[src/rtl/rps_pkg.sv]
package rps_pkg;
  localparam int unsigned MAP_N = 6;
  // source ID -> peripheral page
  localparam int unsigned MAP_SRC  [MAP_N] = '{1, 3, 6, 9, 12, 17};
  localparam int unsigned MAP_PAGE [MAP_N] = '{8'h01, 8'h02, 8'h0F, 8'h03, 8'h10, 8'h0C};
endpackage

[src/rtl/rps_page_map.sv]
module rps_page_map #(
  parameter int PAGE_W = 8,
  parameter int SRC_W  = 5
) (
  input  logic [SRC_W-1:0]  src,
  output logic [PAGE_W-1:0] page
);
  import rps_pkg::*;

  logic [MAP_N-1:0] hit;

  for (genvar g = 0; g < MAP_N; g++) begin : g_ent
    assign hit[g] = (src == SRC_W'(MAP_SRC[g]));
  end

  always_comb begin
    page = '0;
    for (int i = 0; i < MAP_N; i++) begin
      if (hit[i]) page = page | PAGE_W'(MAP_PAGE[i]);
    end
  end
endmodule

[src/rtl/rps_stack_regs.sv]
module rps_stack_regs #(
  parameter int PAGE_W = 8
) (
  input  logic              clk,
  input  logic              rst_n,
  input  logic              push,
  input  logic [PAGE_W-1:0] push_page,
  input  logic              pop,
  input  logic              act_wr,
  input  logic [PAGE_W-1:0] act_wdata,
  input  logic              sav_wr,
  input  logic [PAGE_W-1:0] sav_wdata,
  input  logic              deep_wr,
  input  logic [PAGE_W-1:0] deep_wdata,
  output logic [PAGE_W-1:0] act_q,
  output logic [PAGE_W-1:0] sav_q,
  output logic [PAGE_W-1:0] deep_q
);
  always_ff @(posedge clk) begin
    if (!rst_n) begin
      act_q  <= '0;
      sav_q  <= '0;
      deep_q <= '0;
    end else if (push) begin
      act_q  <= push_page;
      sav_q  <= act_q;
      deep_q <= sav_q;
    end else if (pop) begin
      act_q  <= sav_q;
      sav_q  <= deep_q;
    end else begin
      if (act_wr)  act_q  <= act_wdata;
      if (sav_wr)  sav_q  <= sav_wdata;
      if (deep_wr) deep_q <= deep_wdata;
    end
  end
endmodule

[src/rtl/rps_page_stack.sv]
module rps_page_stack #(
  parameter int PAGE_W = 8,
  parameter int SRC_W  = 5
) (
  input  logic              clk,
  input  logic              rst_n,
  input  logic              vec_stb,
  input  logic [SRC_W-1:0]  vec_src,
  input  logic              ret_stb,
  input  logic              act_wr,
  input  logic [PAGE_W-1:0] act_wdata,
  input  logic              sav_wr,
  input  logic [PAGE_W-1:0] sav_wdata,
  input  logic              deep_wr,
  input  logic [PAGE_W-1:0] deep_wdata,
  input  logic              en_wr,
  input  logic              en_wdata,
  output logic              en_q,
  output logic [PAGE_W-1:0] page_act,
  output logic [PAGE_W-1:0] page_sav,
  output logic [PAGE_W-1:0] page_deep
);
  logic              do_push, do_pop;
  logic [PAGE_W-1:0] mapped_page;

  always_ff @(posedge clk) begin
    if (!rst_n)     en_q <= 1'b1;
    else if (en_wr) en_q <= en_wdata;
  end

  // entry outranks return; both gated by the current enable
  assign do_push = en_q & vec_stb;
  assign do_pop  = en_q & ret_stb & ~vec_stb;

  rps_page_map #(.PAGE_W(PAGE_W), .SRC_W(SRC_W)) map_i (
    .src  (vec_src),
    .page (mapped_page)
  );

  rps_stack_regs #(.PAGE_W(PAGE_W)) regs_i (
    .clk        (clk),
    .rst_n      (rst_n),
    .push       (do_push),
    .push_page  (mapped_page),
    .pop        (do_pop),
    .act_wr     (act_wr),
    .act_wdata  (act_wdata),
    .sav_wr     (sav_wr),
    .sav_wdata  (sav_wdata),
    .deep_wr    (deep_wr),
    .deep_wdata (deep_wdata),
    .act_q      (page_act),
    .sav_q      (page_sav),
    .deep_q     (page_deep)
  );
endmodule

[config.mk]
export PLATFORM = sky130hd
export DESIGN_NAME = rps_page_stack
export DESIGN_NICKNAME = d
export VERILOG_FILES = /design/src/rtl/rps_pkg.sv /design/src/rtl/rps_page_map.sv /design/src/rtl/rps_stack_regs.sv /design/src/rtl/rps_page_stack.sv
export SDC_FILE = /design/constraint.sdc
export NUM_CORES = 1
export LEC_CHECK = 0
export ABC_AREA = 1
export CORE_MARGIN = 2
export CORE_UTILIZATION = 30
export CTS_BUF_LIST = sky130_fd_sc_hd__clkbuf_16
export DETAILED_ROUTE_END_ITERATION = 8
export DONT_BUFFER_PORTS = 1
export GPL_TIMING_DRIVEN = 0
export SLEW_MARGIN = 20
export SYNTH_ARGS = -nofsm -noshare
export SYNTH_HDL_FRONTEND = slang
export SYNTH_SLANG_ARGS = --single-unit
[constraint.sdc]
create_clock -name clk -period 2.11 [get_ports clk]
set_input_delay 0.422 -clock clk [delete_from_list [all_inputs] [get_ports clk]]
set_output_delay 0.422 -clock clk [all_outputs]
set_load 0.02 [all_outputs]
# After elaboration in Yosys (flattened, before gate mapping)
# Index checks and enable logic that the tools add are counted.
# Widths: inputs -> output; s select.
dict set report classes {
  n_lt_le_gt_ge 0
  n_mul 0
  n_div 0
  bitwise 4
  reduce_logical 4
  n_mux 15
  shift 0
  addsub 0
  eq_ne 7
}
# operator count
set ops {}
lappend ops {{$mux 8} 9}
lappend ops {{$eq 5x4->1 const B} 2}
lappend ops {{$mux 4} 2}
lappend ops {{$reduce_bool 3->1} 2}
lappend ops {{$eq 5x1->1 const B} 1}
lappend ops {{$eq 5x2->1 const B} 1}
lappend ops {{$eq 5x3->1 const B} 1}
lappend ops {{$eq 5x5->1 const B} 1}
lappend ops {{$mux 5} 1}
lappend ops {{$mux 2} 2}
lappend ops {{$and 1x1->1} 3}
lappend ops {{$ne 2x2->1 const B} 1}
lappend ops {{$reduce_and 2->1} 1}
lappend ops {{$reduce_bool 2->1} 1}
lappend ops {{$mux 1} 1}
lappend ops {{$not 1->1} 1}
dict set report totals {
  inputBits 38
  n_memories 0
  latchBits 0
  romBits 0
  word_cells 34
  out_inout_bits 25
  register_bits 25
  ramBits 0
}

# Depth between registers and ports, before layout
dict set report logic_depth {
  word_depth 8
  depth_mapped 9
  depth_no_buf 8
}

# Modules after synthesis
# A second synthesis with hierarchy kept.
dict set report unflattened {
  cells_unflattened 315
  hier_area_um2 1765.4
}
# mod cells_each area_each_um2 instances
set modules_own_cells {}
lappend modules_own_cells {rps_stack_regs 278 1572.8 1}
lappend modules_own_cells {rps_page_map 28 141.4 1}
lappend modules_own_cells {rps_page_stack 9 51.3 1}

# Worst setup path after synthesis
# No wires, ideal clock.
dict set report synth_timing {
  kind {flip-flop to flip-flop}
  startpoint {register en_q}
  endpoint {register regs_i.sav_q[5]}
  path_stages_with_launch 9
  synth_period_minus_slack_ns 1.405
  setup_ns 0.121
  required_time_ns 1.989
  arrival_ns 1.284
  n_path_buf 3
  setup_slack_ns 0.705
  path_cell_list {dfxtp_1 -> buf_6 -> nand2_4 -> nand2_1 -> or2_1 -> buf_6 -> buf_6 -> o21ai_1 -> a21oi_2}
}
dict set report synth_via {
  elab_chain_cells 4
  elab_cells_between_ends 6
  cone_classes {mux (2); bitwise (3); reduce/logical (1)}
}
# element line_no
set synth_rtl {}
lappend synth_rtl {{start, declared} rps_page_stack.sv:18} ;# output logic en_q,
lappend synth_rtl {{start signal, assigned} rps_page_stack.sv:28} ;# else if (en_wr) en_q <= en_wdata;
lappend synth_rtl {{$and 1x1->1 (2 in series)} rps_page_stack.sv:33} ;# assign do_pop = en_q & ret_stb & ~vec_stb;
lappend synth_rtl {{$mux 8} rps_stack_regs.sv:28} ;# end else if (pop) begin
lappend synth_rtl {{$mux 8} rps_stack_regs.sv:24} ;# end else if (push) begin
lappend synth_rtl {{end signal, assigned} rps_stack_regs.sv:26} ;# sav_q <= act_q;
lappend synth_rtl {{end signal, assigned} rps_stack_regs.sv:30} ;# sav_q <= deep_q;
lappend synth_rtl {{end signal, assigned} rps_stack_regs.sv:33} ;# if (sav_wr) sav_q <= sav_wdata;
lappend synth_rtl {{end, declared} rps_stack_regs.sv:16} ;# output logic [PAGE_W-1:0] sav_q,
# Several ways; a longest one is shown, not always the timed one.
# A chain may end at the register's enable or synchronous reset.

# Worst setup path in the final report
dict set report layout_timing {
  startpoint {register en_q}
  endpoint {register regs_i.sav_q[6]}
}
# Same word-level chain as after synthesis.

==> out/metrics.csv <==
metric,value,unit
status,"finished, final reports clean",
clock root buffer,clkbuf_16,
Final Instance Area,0.00158,mm2
overall routed net length,4.03,mm
Mapped Area,0.00143,mm2
dpl ws,532,ps
Pwr Total,1.25,mW
Worst Setup End Kind,register,
Die Ht,73.1,um
I/O pins,63,
Max Slew Vio Count,0,
drt via density,4.96,
diode count,0,
capture point of the worst reg-to-reg path,regs_i.sav_q[6],
CTS Buf Count,3,
static leakage,0.712,nW
grt ovf,0,
Worst setup SP type,register,
# H-tree levels,1,
worst skew pair latency,260,ps
Total Routing Usage GR,15.7,%
TritonCTS clock tree,yes,
met1 Track Usage GR,20.3,%
Hold Crit Class,in2reg,
1st-iter DRT viols,84,
die area,0.00534,mm2
Util after Layout,34.0,%
total number of vias,1403,
IO Port Bufs,0,
Fin Hold WS,261,ps
R2R depth,7,
global-route wire length before repair,6.55,mm
Pwr Density,789,mW/mm2
GPL Wtd Cong,0.752,
layout cells sized above 1,8.30,%
filler instances,521,
P&R area growth vs syn,10.5,%
Clock transition at path regs,70,ps
"Distinct cells, synth",20,
clk buf depth,2,
Yosys top cell area share,34.9,%
count of final hold-check violations,0,
RSZ-0062 raised after global routing,false,
synth top area cells,"dfxtp_1 (35%), nand2_1 (19%), inv_1 (7.1%)",
Max Clock Skew,7.05,ps
Die W,73.1,um
row count,25,
Non-Filler Instances,283,
CP endpoint,regs_i.sav_q[6],
Post-Syn Nets,263,
number of synthesized flops with an enable pin,0,
"Req. time, crit path",2270,ps
setup bufs post-CTS,0,
Yosys top cell by area,dfxtp_1,
Setup Viol. Count Final,0,
Mapped Avg Cell Area,6.37,um2
initial antenna violation count,0,
DRC violations left,0,
CP max FO,10,
placed insts,279,
Core Region,0.00466,mm2
sequential fraction of the synthesis area,34.9,%
Setup TNS,0,ps
drt pass-1 iters,4,
nets@finish,268,
worst setup path startpoint,en_q,
cts hold-fix bufs,0,
yosys warns,0,
vias in the first global route,1292,
maximum VDD drop,0.392,mV
GR Layer Usage met2,24.8,%
top-count cell post-synth,nand2_1,
most frequent cells after synthesis,"nand2_1 (74), inv_1 (27), dfxtp_1 (25), nor2_1 (16), a21oi_1 (14)",
Crit Path Category,reg2reg,
Worst-Margin Slew,482,ps
synthesized instance count,225,
reg2reg start,en_q,
Tcrit/Tclk final,73.7,%
Arrival @ worst endpoint,1710,ps
"Primary FF master, synth",dfxtp_1,
dpl hpwl,3.24,mm
placed inst area,0.00150,mm2
Avg WL per Cell,14.2,um
GR peak layer,met2,
post-synthesis async set-or-reset flop share,0,%
"antenna viol nets, final",0,
Resize count post-CTS,0,
GR Layer Usage met3,7.18,%
Worst slew margin,67.9,%
Initial Utilization,30.7,%
final critical-path required period,1560,ps
largest net degree at the start of global routing,16,
Max Freq,643,MHz
Clock Sinks,25,
PnR worst setup slack,554,ps
max-cap violations,0,
synthesized flop and latch total,25,
flop-to-flop setup slack,550,ps
==> worst min-delay path by stage <==
stage               startpoint  endpoint  cells past startpoint
finish                   en_wr      en_q                      1
global route             en_wr      en_q                      1
CTS                      en_wr      en_q                      1
detailed placement       en_wr      en_q                      1
global placement         en_wr      en_q                      1
floorplan                en_wr      en_q                      1
==> state kept, by name (all words and copies together) (netlist names) <==
| register | count |
|---|---|
| en_q | 1 |
| regs_i.act_q | 8 |
| regs_i.deep_q | 8 |
| regs_i.sav_q | 8 |
==> worst max-delay path: stages, from the launching register on <==
cell      delay [ps]
dfxtp_1          460
buf_6            180
nand2_4           80
nor2_4           220
buf_2            260
nand2_1           70
o211ai_1         110
a21oi_2           70
==> metal layers <==
| layer | wire length (um) | share of wire [%] | vias to the layer above |
|---|---|---|---|
| met5 | 0 | 0 | - |
| met2 | 1800 | 45 | 45 |
| met1 | 1810 | 45 | 618 |
| li1 | - | - | 736 |
| met4 | 16 | 0.40 | 0 |
| met3 | 405 | 10 | 4 |
==> placed cells by master (no fill, tap or decap), types with 4 or more instances in the layout <==
master     n
nand2_1   74
inv_1     27
dfxtp_1   25
nor2_1    16
a21oi_1   14
o21ai_0   13
o211ai_1   9
nand3_1    9
o21ai_1    8
a31oi_1    6
nand4_1    4
==> cells by family (layout without fill, tap and decap cells) <==
logic type      Yosys count  in the layout  share of synthesized area (%)
buf+inv                  39             43                           12.1
simple gates            108            108                           31.6
flops                    25             25                           34.9
compound gates           53             53                           21.4
==> power by group <==
part / total [mW] / switching, mW / leakage [nW] / internal [mW]
clock: 0.442 / 0.184 / 0.0371 / 0.258
sequential: 0.608 / 0.0942 / 0.207 / 0.514
combinational: 0.200 / 0.125 / 0.468 / 0.0744
total: 1.25 / 0.403 / 0.712 / 0.846
==> layout make-up <==
type	instances	area, um2	area share (%)
inverters	30	113	7.11
plain buffers	9	60.1	3.79
multi-input cells	161	759	48.0
well taps	54	67.6	4.27
clock inverters	1	7.51	0.474
flip-flops and latches	25	500	31.6
clock buffers	3	75.1	4.74
Note: power is estimated with default switching activity, not from simulation.
